**config.mk**
```make
export PLATFORM = sky130hd
export DESIGN_NAME = adc_rdseq
export DESIGN_NICKNAME = d
export VERILOG_FILES = /design/src/rtl/adc_rdseq_pkg.sv /design/src/rtl/adc_rdseq_sync.sv /design/src/rtl/adc_rdseq_ctl.sv /design/src/rtl/adc_rdseq_pack.sv /design/src/rtl/adc_rdseq.sv
export SDC_FILE = /design/constraint.sdc
export NUM_CORES = 1
export LEC_CHECK = 0
export ABC_AREA = 1
export BUFFER_PORTS_ARGS = -buffer_cell sky130_fd_sc_hd__buf_2
export CAP_MARGIN = 20
export CORE_MARGIN = 5
export CORE_UTILIZATION = 26
export CTS_CLUSTER_SIZE = 40
export DETAILED_ROUTE_END_ITERATION = 8
export GPL_TIMING_DRIVEN = 1
export HOLD_SLACK_MARGIN = 0.02
export PLACE_DENSITY = 0.48
export SLEW_MARGIN = 20
export SYNTH_ARGS = -nofsm -noshare
export SYNTH_HDL_FRONTEND = slang
export SYNTH_SLANG_ARGS = --single-unit
export TNS_END_PERCENT = 20
```
**constraint.sdc**
```tcl
create_clock -name clk -period 1.7 [get_ports clk]
set_input_delay 0.34 -clock clk [delete_from_list [all_inputs] [get_ports clk]]
set_output_delay 0.34 -clock clk [all_outputs]
set_load 0.01 [all_outputs]
```
**src/rtl/adc_rdseq_pkg.sv**
```systemverilog
package adc_rdseq_pkg;

  typedef enum logic [2:0] {
    ST_IDLE,
    ST_SETUP,
    ST_CONV,
    ST_WAIT,
    ST_READ_A,
    ST_GAP,
    ST_READ_B,
    ST_DONE
  } seq_state_t;

  // Whole clock cycles covering a nanosecond minimum, never below one.
  function automatic int unsigned ns_to_cycles(input int unsigned ns,
                                               input int unsigned period_ns);
    int unsigned c;
    c = (ns + period_ns - 1) / period_ns;
    if (c == 0) c = 1;
    return c;
  endfunction

endpackage

```
**src/rtl/adc_rdseq_sync.sv**
```systemverilog
module adc_rdseq_sync #(
  parameter int unsigned STAGES = 2
) (
  input  logic clk,
  input  logic rst_n,
  input  logic d_i,
  output logic q_o
);

  logic [STAGES-1:0] pipe_q;

  for (genvar i = 0; i < STAGES; i++) begin : g_stage
    if (i == 0) begin : g_first
      always_ff @(posedge clk or negedge rst_n) begin
        if (!rst_n) pipe_q[0] <= 1'b0;
        else        pipe_q[0] <= d_i;
      end
    end else begin : g_next
      always_ff @(posedge clk or negedge rst_n) begin
        if (!rst_n) pipe_q[i] <= 1'b0;
        else        pipe_q[i] <= pipe_q[i-1];
      end
    end
  end

  assign q_o = pipe_q[STAGES-1];

endmodule

```
**src/rtl/adc_rdseq_ctl.sv**
```systemverilog
module adc_rdseq_ctl
  import adc_rdseq_pkg::*;
#(
  parameter int unsigned SETUP_CYC = 5,
  parameter int unsigned CONV_CYC  = 2,
  parameter int unsigned HOLD_CYC  = 2,
  parameter int unsigned READ_CYC  = 2,
  parameter int unsigned GAP_CYC   = 1
) (
  input  logic clk,
  input  logic rst_n,
  input  logic start_i,
  input  logic byte_mode_i,
  input  logic busy_s_i,
  output logic cs_n_o,
  output logic convst_n_o,
  output logic rd_n_o,
  output logic byte_o,
  output logic ld_word_o,
  output logic ld_hi_o,
  output logic ld_lo_o,
  output logic commit_o
);

  localparam int unsigned L01     = (SETUP_CYC > CONV_CYC) ? SETUP_CYC : CONV_CYC;
  localparam int unsigned L23     = (HOLD_CYC > READ_CYC) ? HOLD_CYC : READ_CYC;
  localparam int unsigned L0123   = (L01 > L23) ? L01 : L23;
  localparam int unsigned LONGEST = (L0123 > GAP_CYC) ? L0123 : GAP_CYC;
  localparam int unsigned CNT_W   = $clog2(LONGEST + 1) + 1;

  localparam logic [CNT_W-1:0] SETUP_LAST = CNT_W'(SETUP_CYC - 1);
  localparam logic [CNT_W-1:0] CONV_LAST  = CNT_W'(CONV_CYC - 1);
  localparam logic [CNT_W-1:0] READ_LAST  = CNT_W'(READ_CYC - 1);
  localparam logic [CNT_W-1:0] GAP_LAST   = CNT_W'(GAP_CYC - 1);
  localparam logic [CNT_W-1:0] HOLD_MIN   = CNT_W'(HOLD_CYC);
  localparam logic [CNT_W-1:0] CNT_TOP    = {CNT_W{1'b1}};

  seq_state_t       state_q, state_d;
  logic [CNT_W-1:0] cnt_q, cnt_d;
  logic             seen_q, seen_d;
  logic             mode_q, mode_en;
  logic             hold_met;
  logic             cs_n_d, convst_n_d, rd_n_d, byte_d;

  assign hold_met = (cnt_q >= HOLD_MIN);

  // Next-state process
  always_comb begin
    state_d   = state_q;
    cnt_d     = (cnt_q == CNT_TOP) ? cnt_q : cnt_q + 1'b1;
    seen_d    = seen_q;
    mode_en   = 1'b0;
    ld_word_o = 1'b0;
    ld_hi_o   = 1'b0;
    ld_lo_o   = 1'b0;
    commit_o  = 1'b0;
    case (state_q)
      ST_IDLE: begin
        cnt_d = '0;
        if (start_i) begin
          state_d = ST_SETUP;
          mode_en = 1'b1;
          seen_d  = 1'b0;
        end
      end
      ST_SETUP: begin
        if (cnt_q == SETUP_LAST) begin
          state_d = ST_CONV;
          cnt_d   = '0;
        end
      end
      ST_CONV: begin
        if (busy_s_i) seen_d = 1'b1;
        if (cnt_q == CONV_LAST) begin
          state_d = ST_WAIT;
          cnt_d   = '0;
        end
      end
      ST_WAIT: begin
        if (busy_s_i) seen_d = 1'b1;
        if (hold_met && seen_q && !busy_s_i) begin
          state_d = ST_READ_A;
          cnt_d   = '0;
        end
      end
      ST_READ_A: begin
        if (cnt_q == READ_LAST) begin
          cnt_d = '0;
          if (mode_q) begin
            ld_hi_o = 1'b1;
            state_d = ST_GAP;
          end else begin
            ld_word_o = 1'b1;
            state_d   = ST_DONE;
          end
        end
      end
      ST_GAP: begin
        if (cnt_q == GAP_LAST) begin
          state_d = ST_READ_B;
          cnt_d   = '0;
        end
      end
      ST_READ_B: begin
        if (cnt_q == READ_LAST) begin
          ld_lo_o = 1'b1;
          state_d = ST_DONE;
          cnt_d   = '0;
        end
      end
      ST_DONE: begin
        commit_o = 1'b1;
        state_d  = ST_IDLE;
        cnt_d    = '0;
      end
      default: begin
        state_d = ST_IDLE;
        cnt_d   = '0;
      end
    endcase
  end

  // Pin values decoded from the next state, then registered so pins never glitch
  always_comb begin
    cs_n_d     = (state_d == ST_IDLE) || (state_d == ST_DONE);
    convst_n_d = (state_d != ST_CONV);
    rd_n_d     = !((state_d == ST_READ_A) || (state_d == ST_READ_B));
    byte_d     = (state_d == ST_GAP) || (state_d == ST_READ_B);
  end

  // Register process
  always_ff @(posedge clk or negedge rst_n) begin
    if (!rst_n) begin
      state_q    <= ST_IDLE;
      cnt_q      <= '0;
      seen_q     <= 1'b0;
      cs_n_o     <= 1'b1;
      convst_n_o <= 1'b1;
      rd_n_o     <= 1'b1;
      byte_o     <= 1'b0;
    end else begin
      state_q    <= state_d;
      cnt_q      <= cnt_d;
      seen_q     <= seen_d;
      cs_n_o     <= cs_n_d;
      convst_n_o <= convst_n_d;
      rd_n_o     <= rd_n_d;
      byte_o     <= byte_d;
    end
  end

  always_ff @(posedge clk or negedge rst_n) begin
    if (!rst_n)       mode_q <= 1'b0;
    else if (mode_en) mode_q <= byte_mode_i;
  end

endmodule

```
**src/rtl/adc_rdseq_pack.sv**
```systemverilog
module adc_rdseq_pack #(
  parameter int unsigned DATA_W = 16
) (
  input  logic              clk,
  input  logic              rst_n,
  input  logic [DATA_W-1:0] data_i,
  input  logic              ld_word_i,
  input  logic              ld_hi_i,
  input  logic              ld_lo_i,
  input  logic              commit_i,
  output logic [DATA_W-1:0] result_o,
  output logic              valid_o
);

  localparam int unsigned HALF_W = DATA_W / 2;

  logic [HALF_W-1:0] hi_q, lo_q;
  logic              hi_en, lo_en;
  logic [HALF_W-1:0] hi_d, lo_d;

  // Byte mode always takes the upper lanes; word mode takes both halves at once
  always_comb begin
    hi_en = ld_word_i || ld_hi_i;
    lo_en = ld_word_i || ld_lo_i;
    hi_d  = data_i[DATA_W-1 -: HALF_W];
    lo_d  = ld_word_i ? data_i[HALF_W-1:0] : data_i[DATA_W-1 -: HALF_W];
  end

  always_ff @(posedge clk or negedge rst_n) begin
    if (!rst_n)     hi_q <= '0;
    else if (hi_en) hi_q <= hi_d;
  end

  always_ff @(posedge clk or negedge rst_n) begin
    if (!rst_n)     lo_q <= '0;
    else if (lo_en) lo_q <= lo_d;
  end

  always_ff @(posedge clk or negedge rst_n) begin
    if (!rst_n)        result_o <= '0;
    else if (commit_i) result_o <= {hi_q, lo_q};
  end

  always_ff @(posedge clk or negedge rst_n) begin
    if (!rst_n) valid_o <= 1'b0;
    else        valid_o <= commit_i;
  end

endmodule

```
**src/rtl/adc_rdseq.sv**
```systemverilog
module adc_rdseq
  import adc_rdseq_pkg::*;
#(
  parameter int unsigned CLK_PERIOD_NS = 10,
  parameter int unsigned CONV_LOW_NS   = 20,
  parameter int unsigned PRE_QUIET_NS  = 50,
  parameter int unsigned POST_QUIET_NS = 40,
  parameter int unsigned READ_CYC      = 2,
  parameter int unsigned GAP_CYC       = 1,
  parameter int unsigned SYNC_STAGES   = 2,
  parameter int unsigned DATA_W        = 16
) (
  input  logic              clk,
  input  logic              rst_n,
  input  logic              start_i,
  input  logic              byte_mode_i,
  input  logic              adc_busy_i,
  input  logic [DATA_W-1:0] adc_data_i,
  output logic              adc_cs_n_o,
  output logic              adc_convst_n_o,
  output logic              adc_rd_n_o,
  output logic              adc_byte_o,
  output logic [DATA_W-1:0] result_o,
  output logic              result_valid_o
);

  localparam int unsigned SETUP_CYC = ns_to_cycles(PRE_QUIET_NS, CLK_PERIOD_NS);
  localparam int unsigned CONV_CYC  = ns_to_cycles(CONV_LOW_NS, CLK_PERIOD_NS);
  localparam int unsigned QUIET_CYC = ns_to_cycles(POST_QUIET_NS, CLK_PERIOD_NS);
  localparam int unsigned HOLD_CYC  = (QUIET_CYC > CONV_CYC) ? QUIET_CYC - CONV_CYC : 0;

  logic busy_s;
  logic ld_word, ld_hi, ld_lo, commit;

  adc_rdseq_sync #(
    .STAGES (SYNC_STAGES)
  ) u_sync (
    .clk   (clk),
    .rst_n (rst_n),
    .d_i   (adc_busy_i),
    .q_o   (busy_s)
  );

  adc_rdseq_ctl #(
    .SETUP_CYC (SETUP_CYC),
    .CONV_CYC  (CONV_CYC),
    .HOLD_CYC  (HOLD_CYC),
    .READ_CYC  (READ_CYC),
    .GAP_CYC   (GAP_CYC)
  ) u_ctl (
    .clk         (clk),
    .rst_n       (rst_n),
    .start_i     (start_i),
    .byte_mode_i (byte_mode_i),
    .busy_s_i    (busy_s),
    .cs_n_o      (adc_cs_n_o),
    .convst_n_o  (adc_convst_n_o),
    .rd_n_o      (adc_rd_n_o),
    .byte_o      (adc_byte_o),
    .ld_word_o   (ld_word),
    .ld_hi_o     (ld_hi),
    .ld_lo_o     (ld_lo),
    .commit_o    (commit)
  );

  adc_rdseq_pack #(
    .DATA_W (DATA_W)
  ) u_pack (
    .clk       (clk),
    .rst_n     (rst_n),
    .data_i    (adc_data_i),
    .ld_word_i (ld_word),
    .ld_hi_i   (ld_hi),
    .ld_lo_i   (ld_lo),
    .commit_i  (commit),
    .result_o  (result_o),
    .valid_o   (result_valid_o)
  );

endmodule

```
==> flow_summary.ini, run 1 <==
[critical_path]
crit_path_end_kind = register
timing.critical_path.from_type = register
path_cells = inv_1, ha_1, nand3_1, nor2_1, inv_2, nand3_1, nor2_1, nand3_1, nand2_1
crit_start = u_ctl.cnt_q[0]$_DFF_PN0_
timing.critical_path.arrival_ns = 1.75
path_max_fanout = 4
r2r_slack_ns = 0.15
worst-r2r-cell-count = 9
worstReg2RegStart = u_ctl.cnt_q[0]$_DFF_PN0_
biggest_cell_delay_along_the_critical_path_ns = 0.43
crit_path_top_delay_cell = dfrtp_1
worst-endpoint-required_ns = 1.90
path_class = register to register
worstReg2RegEnd = u_ctl.byte_o$_DFF_PN0_
crit_top_cell = nand3_1

[timing]
final_min_period_over_clock_period = 0.9131
fin_worst_hold_slack_ns = 0.1363
tightest_slew_ns = 0.4903
hold_viol = 0
min_period_ns = 1.552
grt_setup_unrepaired = yes
fmax_mhz = 644.2
setup_viol_count_final = 0
clock_skew_ns = 0.004340
timing.final.max_slew_violations = 0
relSlewSlack = 0.6732

[routing]
routed-via-count = 1662
first_pass_iters = 4
drt_first_iter_violations = 51
drt-wirelength-per-cell_um = 12.19
avgViaCountPerCell = 4.176
drt_drc_violations_left = 0
route.antenna.remaining_nets = 0
sum_of_routed_wire_length_over_all_layers_mm = 4.850

[final_layout]
diodes = 0
area.growth.synth_to_final_pct = 22.43
finalNetCount = 318
final_core_occ = 0.3258
drive_above_1_share = 0.3140

[floorplanning]
die_height_um = 101.5
area_of_the_core_region_um2 = 8175
ios = 42
total_die_area_um2 = 10300
fp.dieW_um = 101.5
start_util = 0.2661
placementRows = 33

[global_routing]
overflow = 0
grt_pass1_wl_mm = 8.093
pin_count_of_the_biggest_net_entering_global_routing = 25
groute.usage.overall = 0.1029
grt_antenna_before_repair = 0
vias_in_the_first_global_route = 1672

[synth]
synth_top_cell_by_area = dfrtp_1
cell_types_with_the_largest_area_share_after_synthesis = dfrtp_1 52%, nand2_1 11%, inv_1 4.0%, o21ai_1 3.7%, dfstp_2 3.6%
syn-instance-count = 239
synthFlopType = dfrtp_1
synth_sequential_area_ratio = 0.5538
post_synth_net_total = 264
syn_area_um2 = 2176
yosys.area.top_type_share = 0.5175
synth_enable_flop_cells = 0
synth.ff_latch_count = 48
synth_most_common_cell = nand2_1
netlist_top_cells_count = 62 x nand2_1, 45 x dfrtp_1, 23 x inv_1
asyncSetResetFlopFracSynth = 1.000
post_synth.cell_area_avg_um2 = 9.104
unique_cell_type_count_in_the_yosys_netlist = 24
ys.warnings.count = 0

[run_status]
outcome = completed

[place]
hpwl_mm = 3.773
place.port_buffers = 41
globalplace.congestion = 0.7985

[worst_hold_path]
holdPathStages = 1
worst_hold_path_ep = u_sync.pipe_q[0]$_DFF_PN0_
worst_hold_path_type = input pin to register
worst_hold_startpoint = adc_busy_i

[clocking]
numCtsBuffers = 5
clkLatencyLatePin_ns = 0.31
htree_num_levels = 2
cts_sinks = 48
clock_tree_from_tritoncts = yes
cts_clock_pin_slew_for_the_worst_setup_and_hold_paths_ns = 0.08
cts_root_buffer = clkbuf_8
number_of_buffers_on_the_longest_clock_path = 2

[pwr]
power_density_nw_per_um2 = 1577
total_leakage_power_uw = 0.001399
max-vdd-ir-drop_v = 0.0005903

[flow_run]
cap_violations = 0
## where the power goes
part           internal (uW)  switching [uW]
Sequential              1630             242
Clock                    325             386
Combinational            661             955
Total                   2620            1580
## cells in the final DEF (no fill, tap or decap)
master         Yosys  routed
nor2_2             4       4
clkbuf_8           0       6
o221ai_1           1       1
o21ai_2            3       3
inv_2             10      10
nor3_1             1       1
buf_12             0       1
o21ai_1           16      16
nor2_1            17      17
mux2_4             4       4
dlygate4sd3_1      0       1
nand3_1           15      15
inv_1             23      23
nor2_4             2       2
clkinv_4           0       1
buf_2              2      41
o21ai_0           10      10
a22oi_1            5       5
mux2_2             1       1
dfrtp_1           45      45
ha_1               4       4
xor2_1             1       1
nand2_2            5       6
nand3_2            2       2
buf_4              0       8
nand2_1           62      61
dfstp_2            3       3
nand4_1            1       1
## final cells by class
| class | count | area (um^2) |
|---|---|---|
| clock buffer | 6 | 82.58 |
| fill | 876 | 5512 |
| timing repair buffer | 51 | 295.3 |
| clock inverter | 1 | 8.758 |
| inverter | 33 | 123.9 |
| multi-input combinational | 154 | 817.0 |
| sequential | 48 | 1205 |
| tap | 105 | 131.4 |
## worst max path at each step
stage | end | slack (ns) | depth (start not counted)
2_1_floorplan | u_pack.hi_q[1]$_DFFE_PN0P_ | 0.28 | 7
3_3_place_gp | u_ctl.byte_o$_DFF_PN0_ | 0.15 | 9
3_5_place_dp | u_ctl.byte_o$_DFF_PN0_ | 0.15 | 9
4_1_cts | u_ctl.byte_o$_DFF_PN0_ | 0.15 | 9
5_1_grt | u_ctl.cs_n_o$_DFF_PN1_ | -0.01 | 10
6_report | u_ctl.byte_o$_DFF_PN0_ | 0.15 | 9
## routing by layer
| layer | share of wire | wire length, um | up-vias | track usage |
|---|---|---|---|---|
| li1 | - | - | 862 | - |
| met1 | 0.44 | 2131 | 757 | 0.1262 |
| met2 | 0.49 | 2369 | 35 | 0.1766 |
| met3 | 0.056 | 273 | 8 | 0.02410 |
| met4 | 0.016 | 76 | 0 | 0.03681 |
| met5 | 0 | 0 | - | 0 |
## kinds of logic (layout without fill, tap and decap cells)
| family | Yosys count | after routing | synth area share |
|---|---|---|---|
| simple gates | 109 | 109 | 0.2214 |
| buf+inv | 37 | 91 | 0.07188 |
| xor+xnor | 1 | 1 | 0.004026 |
| mux | 5 | 5 | 0.03278 |
| compound gates | 35 | 35 | 0.09316 |
| fa+ha+maj | 4 | 4 | 0.02300 |
| flops | 48 | 48 | 0.5538 |
## what timing repair did
action | 4_1_cts | 5_1_grt
setup buffers | 0 | 0
endpoints found under the hold margin | 16 | 0
gates resized for setup | 0 | 1
hold buffers | 1 | 0
setup endpoints to repair | 0 | 2
## metrics by stage
stage                     std cells  setup WS [ns]  TNS (ns)  power (uW)  cell area, um^2
after floorplan                 239         0.2755         0        2986             2176
after global placement          390         0.1511         0        3524             2560
after detailed placement        390         0.1545         0        3535             2560
after CTS                       398         0.1484         0        4261             2661
after global routing            398       -0.01108  -0.02020        4587             2664
final                           398         0.1477         0        4200             2664
## flip-flops by register name, summed over array words and instances, names as in the netlist, 3 cells and up
| register | flops |
|---|---|
| u_pack.result_o | 16 |
| u_pack.hi_q | 8 |
| u_pack.lo_q | 8 |
| u_ctl.cnt_q | 4 |
| u_ctl.state_q | 3 |
## worst max-delay path, delay by kind of cell (launching register included)
family	cells	cell delay (ns)
buffers and inverters	2	0.18
adders and majority gates	1	0.22
DFF	1	0.43
and+or+nand+nor	6	0.62
Note: power is estimated with default switching activity, not from simulation.
==> run 2: changes to the inputs <==
--- a/config.mk
+++ b/config.mk
@@ -16,4 +16,5 @@
 export HOLD_SLACK_MARGIN = 0.02
 export PLACE_DENSITY = 0.48
+export REMOVE_ABC_BUFFERS = 1
 export SLEW_MARGIN = 20
 export SYNTH_ARGS = -nofsm -noshare
==> constraint.sdc (replaced) <==
create_clock -name clk -period 1.7 [get_ports clk]
set_input_delay 0 -clock clk [delete_from_list [all_inputs] [get_ports clk]]
set_output_delay 0 -clock clk [all_outputs]
set_load 0.01 [all_outputs]
==> flow_summary.ini, run 2 (synthesized netlist as in run 1, its figures left out) <==
[routing]
avgViaCountPerCell = 4.154
first_pass_iters = 4
drt_first_iter_violations = 41
routed-via-count = 1699
drt-wirelength-per-cell_um = 12.15
drt_drc_violations_left = 0
route.antenna.remaining_nets = 0
sum_of_routed_wire_length_over_all_layers_mm = 4.969

[place]
placement.cell_area_um2 = 2502
place.detailed.instances = 384
hpwl_mm = 3.589
globalplace.congestion = 0.8158
place.port_buffers = 41

[final_layout]
most-common-layout-cells = 60 x nand2_1, 45 x dfrtp_1, 41 x buf_2
final_core_occ = 0.3410
layout_commonest_cell = nand2_1
max_flop_register = u_pack.result_o
finalNetCount = 328
n_fill_cell = 883
area.growth.synth_to_final_pct = 28.12
finish.cell_count_without_fillers = 409
finish.instance_area_um2 = 2788
largest_registers = u_pack.result_o (16), u_pack.hi_q (8), u_pack.lo_q (8)
area_taken_by_flip_flops_and_latches_um2 = 1205
drive_above_1_share = 0.2895
diodes = 0
multiInputGateArea_um2 = 822.0
largest_reg_flops = 16

[critical_path]
path_class = register to register
timing.critical_path.arrival_ns = 1.71
path_max_fanout = 9
worst-endpoint-required_ns = 1.87
timing.critical_path.from_type = register
crit_path_end_kind = register

[timing]
tightest_slew_ns = 0.6114
clock_skew_ns = 0.007909
fmax_mhz = 649.5
grt_setup_unrepaired = no
min_period_ns = 1.540
timing.final.max_slew_violations = 0
relSlewSlack = 0.5924
setup_viol_count_final = 0
fin_setup_tns_ns = 0
final_min_period_over_clock_period = 0.9056
hold_viol = 0

[clocking]
htree_num_levels = 2
clkLatencyLatePin_ns = 0.29
numCtsBuffers = 5
clock_tree_from_tritoncts = yes
number_of_buffers_on_the_longest_clock_path = 2
cts_sinks = 48
cts_root_buffer = clkbuf_8
cts_clock_pin_slew_for_the_worst_setup_and_hold_paths_ns = 0.09
post_cts.repair.setup_buffers = 0

[pwr]
pwr-share-comb = 0.370
cellInternalPower_uw = 2720
total_switching_power_uw = 1566
seqPwrFrac = 0.442
switching_share = 0.3654
total_leakage_power_uw = 0.001439
max-vdd-ir-drop_v = 0.0004575
power_density_nw_per_um2 = 1538
power_frac_clock = 0.188

[global_routing]
overflow = 0
pin_count_of_the_biggest_net_entering_global_routing = 49
groute.usage.overall = 0.09922
grt_pass1_wl_mm = 7.990
grt_antenna_before_repair = 0
vias_in_the_first_global_route = 1676

[floorplanning]
die_height_um = 101.5
ios = 42
area_of_the_core_region_um2 = 8175
start_util = 0.2661
placementRows = 33
fp.dieW_um = 101.5
total_die_area_um2 = 10300

[flow_run]
cap_violations = 0

[worst_hold_path]
worst_hold_path_type = input pin to register

[run_status]
outcome = completed
## run 2: layout make-up
class,instances,area share
sequential,48,0.4322
multi-input combinational,154,0.2949
timing repair buffer,61,0.1427
tap,105,0.04713
inverter,33,0.04443
clock buffer,6,0.02603
clock inverter,2,0.01257
## run 2: path summary, 6_finish.rpt
| kind | start | to | slack [ns] | cells past startpoint |
|---|---|---|---|---|
| setup / recovery | u_ctl.cnt_q[1]$_DFF_PN0_ | u_pack.lo_q[5]$_DFFE_PN0P_ | 0.16 | 7 |
| hold / removal | adc_data_i[13] | u_pack.hi_q[5]$_DFFE_PN0P_ | 0.02 | 3 |
| setup reg to reg | u_ctl.cnt_q[1]$_DFF_PN0_ | u_pack.lo_q[5]$_DFFE_PN0P_ | 0.16 | 7 |
| hold reg to reg | u_sync.pipe_q[0]$_DFF_PN0_ | u_sync.q_o$_DFF_PN0_ | 0.36 | 0 |
| max in group asynchronous | rst_n | u_ctl.state_q[0]$_DFF_PN0_ | 0.96 | 3 |
| min in group asynchronous | rst_n | u_pack.result_o[9]$_DFFE_PN0P_ | 0.33 | 3 |
## run 2: worst max-delay path, stage by stage, from the launching register on
cell	delay, ns
dfrtp_1	0.42
inv_1	0.12
ha_1	0.17
nand2_2	0.08
inv_2	0.09
nand3_2	0.17
nand2_2	0.23
o221ai_1	0.13
## run 2: layer usage
metal,routed length (um),up-vias,share of wire,GRT usage
li1,-,886,-,-
met3,248,7,0.050,0.02755
met1,2346,769,0.47,0.1283
met2,2305,37,0.46,0.1625
met5,0,-,0,0
met4,69,0,0.014,0.02863
## run 2: timing repair
item / 4_1_cts / 5_1_grt
endpoints found under the setup margin: 0 / 6
resized for setup: 0 / 3
endpoints found under the hold margin: 61 / 0
hold buffers: 17 / 0
## run 2: metrics by stage
stage | hold WS, ns | worst slack [ns] | total power, uW
global route | 0.03136 | 0.0008746 | 4646
floorplan | -0.2956 | 0.1661 | 2973
detailed placement | 0.1151 | 0.09484 | 3486
global placement | 0.1094 | 0.1240 | 3485
CTS | 0.02766 | 0.07969 | 4349
finish | 0.01762 | 0.1605 | 4287
## run 2: power groups by stage
stage	clock [uW]	combinational (uW)	sequential [uW]
detailed placement	0	1570	1920
global placement	0	1570	1920
CTS	843	1610	1900
global route	887	1800	1960
finish	806	1590	1890
floorplan	0	983	1990
==> run 3: changes to the inputs <==
Settings changed: ABC_AREA 1 to default.
==> flow_summary.ini, run 3 <==
[run_status]
outcome = complete, but fails checks
violations_in_the_final_reports = setup timing

[timing]
fmax_mhz = 546.6
timing.final.max_slew_violations = 0
hold_viol = 0
setup_viol_count_final = 7
fin_setup_tns_ns = -0.7418
relSlewSlack = 0.6701
setup_slack_ns = -0.1294
final_min_period_over_clock_period = 1.076
clock_skew_ns = 0.004649
grt_setup_unrepaired = yes
tightest_slew_ns = 0.4949
min_period_ns = 1.829

[routing]
avgViaCountPerCell = 4.341
drt-wirelength-per-cell_um = 13.23
route.antenna.remaining_nets = 0
routed-via-count = 1580
wl_met1_mm = 2.271
sum_of_routed_wire_length_over_all_layers_mm = 4.817
first_pass_iters = 4
top_layer = met4
drt_drc_violations_left = 0
total_length_of_routed_met2_wires_mm = 2.277
drt_first_iter_violations = 38
route.met3.wl_um = 210

[synth]
cell_types_with_the_largest_area_share_after_synthesis = dfrtp_1 53%, mux2_2 12%, dfstp_2 3.7%, o21ai_0 3.0%, ha_1 2.3%
synth_enable_flop_cells = 0
syn_area_um2 = 2133
synthFlopType = dfrtp_1
synth_sequential_area_ratio = 0.5648
synth.ff_latch_count = 48
asyncSetResetFlopFracSynth = 1.000
netlist_top_cells_count = 45 x dfrtp_1, 22 x mux2_2, 13 x o21ai_0
syn-instance-count = 176
ys.warnings.count = 0
synth_top_cell_by_area = dfrtp_1
post_synth.cell_area_avg_um2 = 12.12
synth_most_common_cell = dfrtp_1
yosys.area.top_type_share = 0.5279
unique_cell_type_count_in_the_yosys_netlist = 43

[clocking]
htree_num_levels = 2
number_of_buffers_on_the_longest_clock_path = 2
clkLatencyLatePin_ns = 0.29
cts_root_buffer = clkbuf_8
clock_tree_from_tritoncts = yes
cts_sinks = 48
cts_clock_pin_slew_for_the_worst_setup_and_hold_paths_ns = 0.08
numCtsBuffers = 5

[critical_path]
path_class = register to register
path_max_fanout = 5
timing.critical_path.arrival_ns = 2.05
worst-endpoint-required_ns = 1.93
timing.critical_path.from_type = register
r2r_slack_ns = -0.13
crit_path_end_kind = register

[floorplanning]
total_die_area_um2 = 10120
die_height_um = 100.6
fp.dieW_um = 100.6
area_of_the_core_region_um2 = 8093
start_util = 0.2636
ios = 42
placementRows = 33

[global_routing]
groute.usage.overall = 0.1019
pin_count_of_the_biggest_net_entering_global_routing = 30
grt_pass1_wl_mm = 8.135
overflow = 0
vias_in_the_first_global_route = 1656
grt_antenna_before_repair = 0

[pwr]
switching_share = 0.3302
cellInternalPower_uw = 2968
total_leakage_power_uw = 0.001377
power_frac_clock = 0.180
max-vdd-ir-drop_v = 0.0004427
power_density_nw_per_um2 = 1509
pwr-share-comb = 0.403
seqPwrFrac = 0.417
total_switching_power_uw = 1463

[final_layout]
largest_registers = u_pack.result_o (16), u_pack.hi_q (8), u_pack.lo_q (8)
finalNetCount = 283
drive_above_1_share = 0.4208
area.growth.synth_to_final_pct = 37.60
max_flop_register = u_pack.result_o
n_fill_cell = 849
layout_commonest_cell = dfrtp_1
largest_reg_flops = 16
most-common-layout-cells = 45 x dfrtp_1, 41 x buf_2, 23 x buf_4
diodes = 0

[worst_hold_path]
worst_hold_path_type = input pin to register

[place]
place.port_buffers = 41
placement.setup.worst_slack_ns = -0.1706
globalplace.congestion = 0.8172
hpwl_mm = 3.471

[flow_run]
cap_violations = 0
run 3: changes by cell type in the layout (fill, tap and decap cells not counted), sizes merged, moves of 3 or more:
| cell | delta |
|---|---|
| nand2 | -57 |
| inv | -24 |
| buf | +21 |
| mux2 | +17 |
| nor2 | -15 |
| o21ai | -15 |
| nand3 | -12 |
| mux2i | +5 |
| a21oi | +3 |
| nand2b | +3 |
| nor3 | +3 |
run 3: metrics by stage:
stage / utilization / std cells / instance area, um^2 / hold WS (ns) / total power (uW)
6_report: 0.3627 / 364 / 2935 / 0.06731 / 4431
2_1_floorplan: - / 167 / 2083 / -0.2956 / 2875
3_3_place_gp: 0.3210 / 335 / 2597 / -0.003726 / 3549
3_5_place_dp: 0.3210 / 335 / 2597 / -0.002078 / 3565
4_1_cts: 0.3615 / 364 / 2925 / 0.05410 / 4480
5_1_grt: 0.3627 / 364 / 2935 / 0.08751 / 4785
run 3: worst max-delay path, cell delays in order, from the launching register on:
cell	delay (ns)
dfrtp_1	0.39
buf_4	0.14
ha_4	0.12
nor4_2	0.04
or2_1	0.23
a2111o_1	0.43
and3_4	0.19
or2_1	0.22
run 3: cell families after synthesis:
logic type,count (synthesis),synth area share
AND/OR/NAND/NOR,49,0.1437
flip-flops,48,0.5648
AO/OA/AOI/OAI,27,0.07683
multiplexers,27,0.1396
buffers and inverters,18,0.03929
adder cells (fa/ha/maj),4,0.02346
XOR/XNOR,3,0.01232
run 3: worst paths after layout:
kind	cells after the start	end	start
min	4	u_ctl.seen_q$_DFFE_PN0P_	start_i
max reg2reg	7	u_ctl.cs_n_o$_DFF_PN1_	u_ctl.cnt_q[1]$_DFF_PN0_
max	7	u_ctl.cs_n_o$_DFF_PN1_	u_ctl.cnt_q[1]$_DFF_PN0_
min reg2reg	0	u_sync.q_o$_DFF_PN0_	u_sync.pipe_q[0]$_DFF_PN0_
min in group asynchronous	2	u_ctl.byte_o$_DFF_PN0_	rst_n
max in group asynchronous	3	u_ctl.cs_n_o$_DFF_PN1_	rst_n
run 3: timing repair:
| action | 4_1_cts | 5_1_grt |
|---|---|---|
| setup buffers | 2 | 0 |
| resized for setup | 7 | 4 |
| endpoints found under the hold margin | 36 | 0 |
| pin swaps | 1 | 1 |
| endpoints found under the setup margin | 11 | 23 |
| hold buffers | 19 | 0 |
run 3: routing by layer:
layer  global-route usage  vias up
li1                     -      773
met1               0.1364      766
met2               0.1635       33
met3              0.02353        8
met4              0.03109        0
met5                    0        -
run 3: final cells by class:
| class | instances | area [um^2] | area share |
|---|---|---|---|
| flip-flops and latches | 48 | 1205 | 0.4105 |
| multi-input cells | 110 | 870.8 | 0.2967 |
| repair buffers | 84 | 588.1 | 0.2003 |
| well taps | 105 | 131.4 | 0.04476 |
| clock buffers | 7 | 76.32 | 0.02600 |
| inverters | 9 | 33.78 | 0.01151 |
| clock inverters | 1 | 30.03 | 0.01023 |
run 3: power groups by stage:
stage / logic, uW / registers (uW) / clock network (uW)
global route: 1990 / 1910 / 891
finish: 1780 / 1850 / 799
detailed placement: 1690 / 1870 / 0
floorplan: 920 / 1950 / 0
CTS: 1790 / 1850 / 841
global placement: 1680 / 1870 / 0
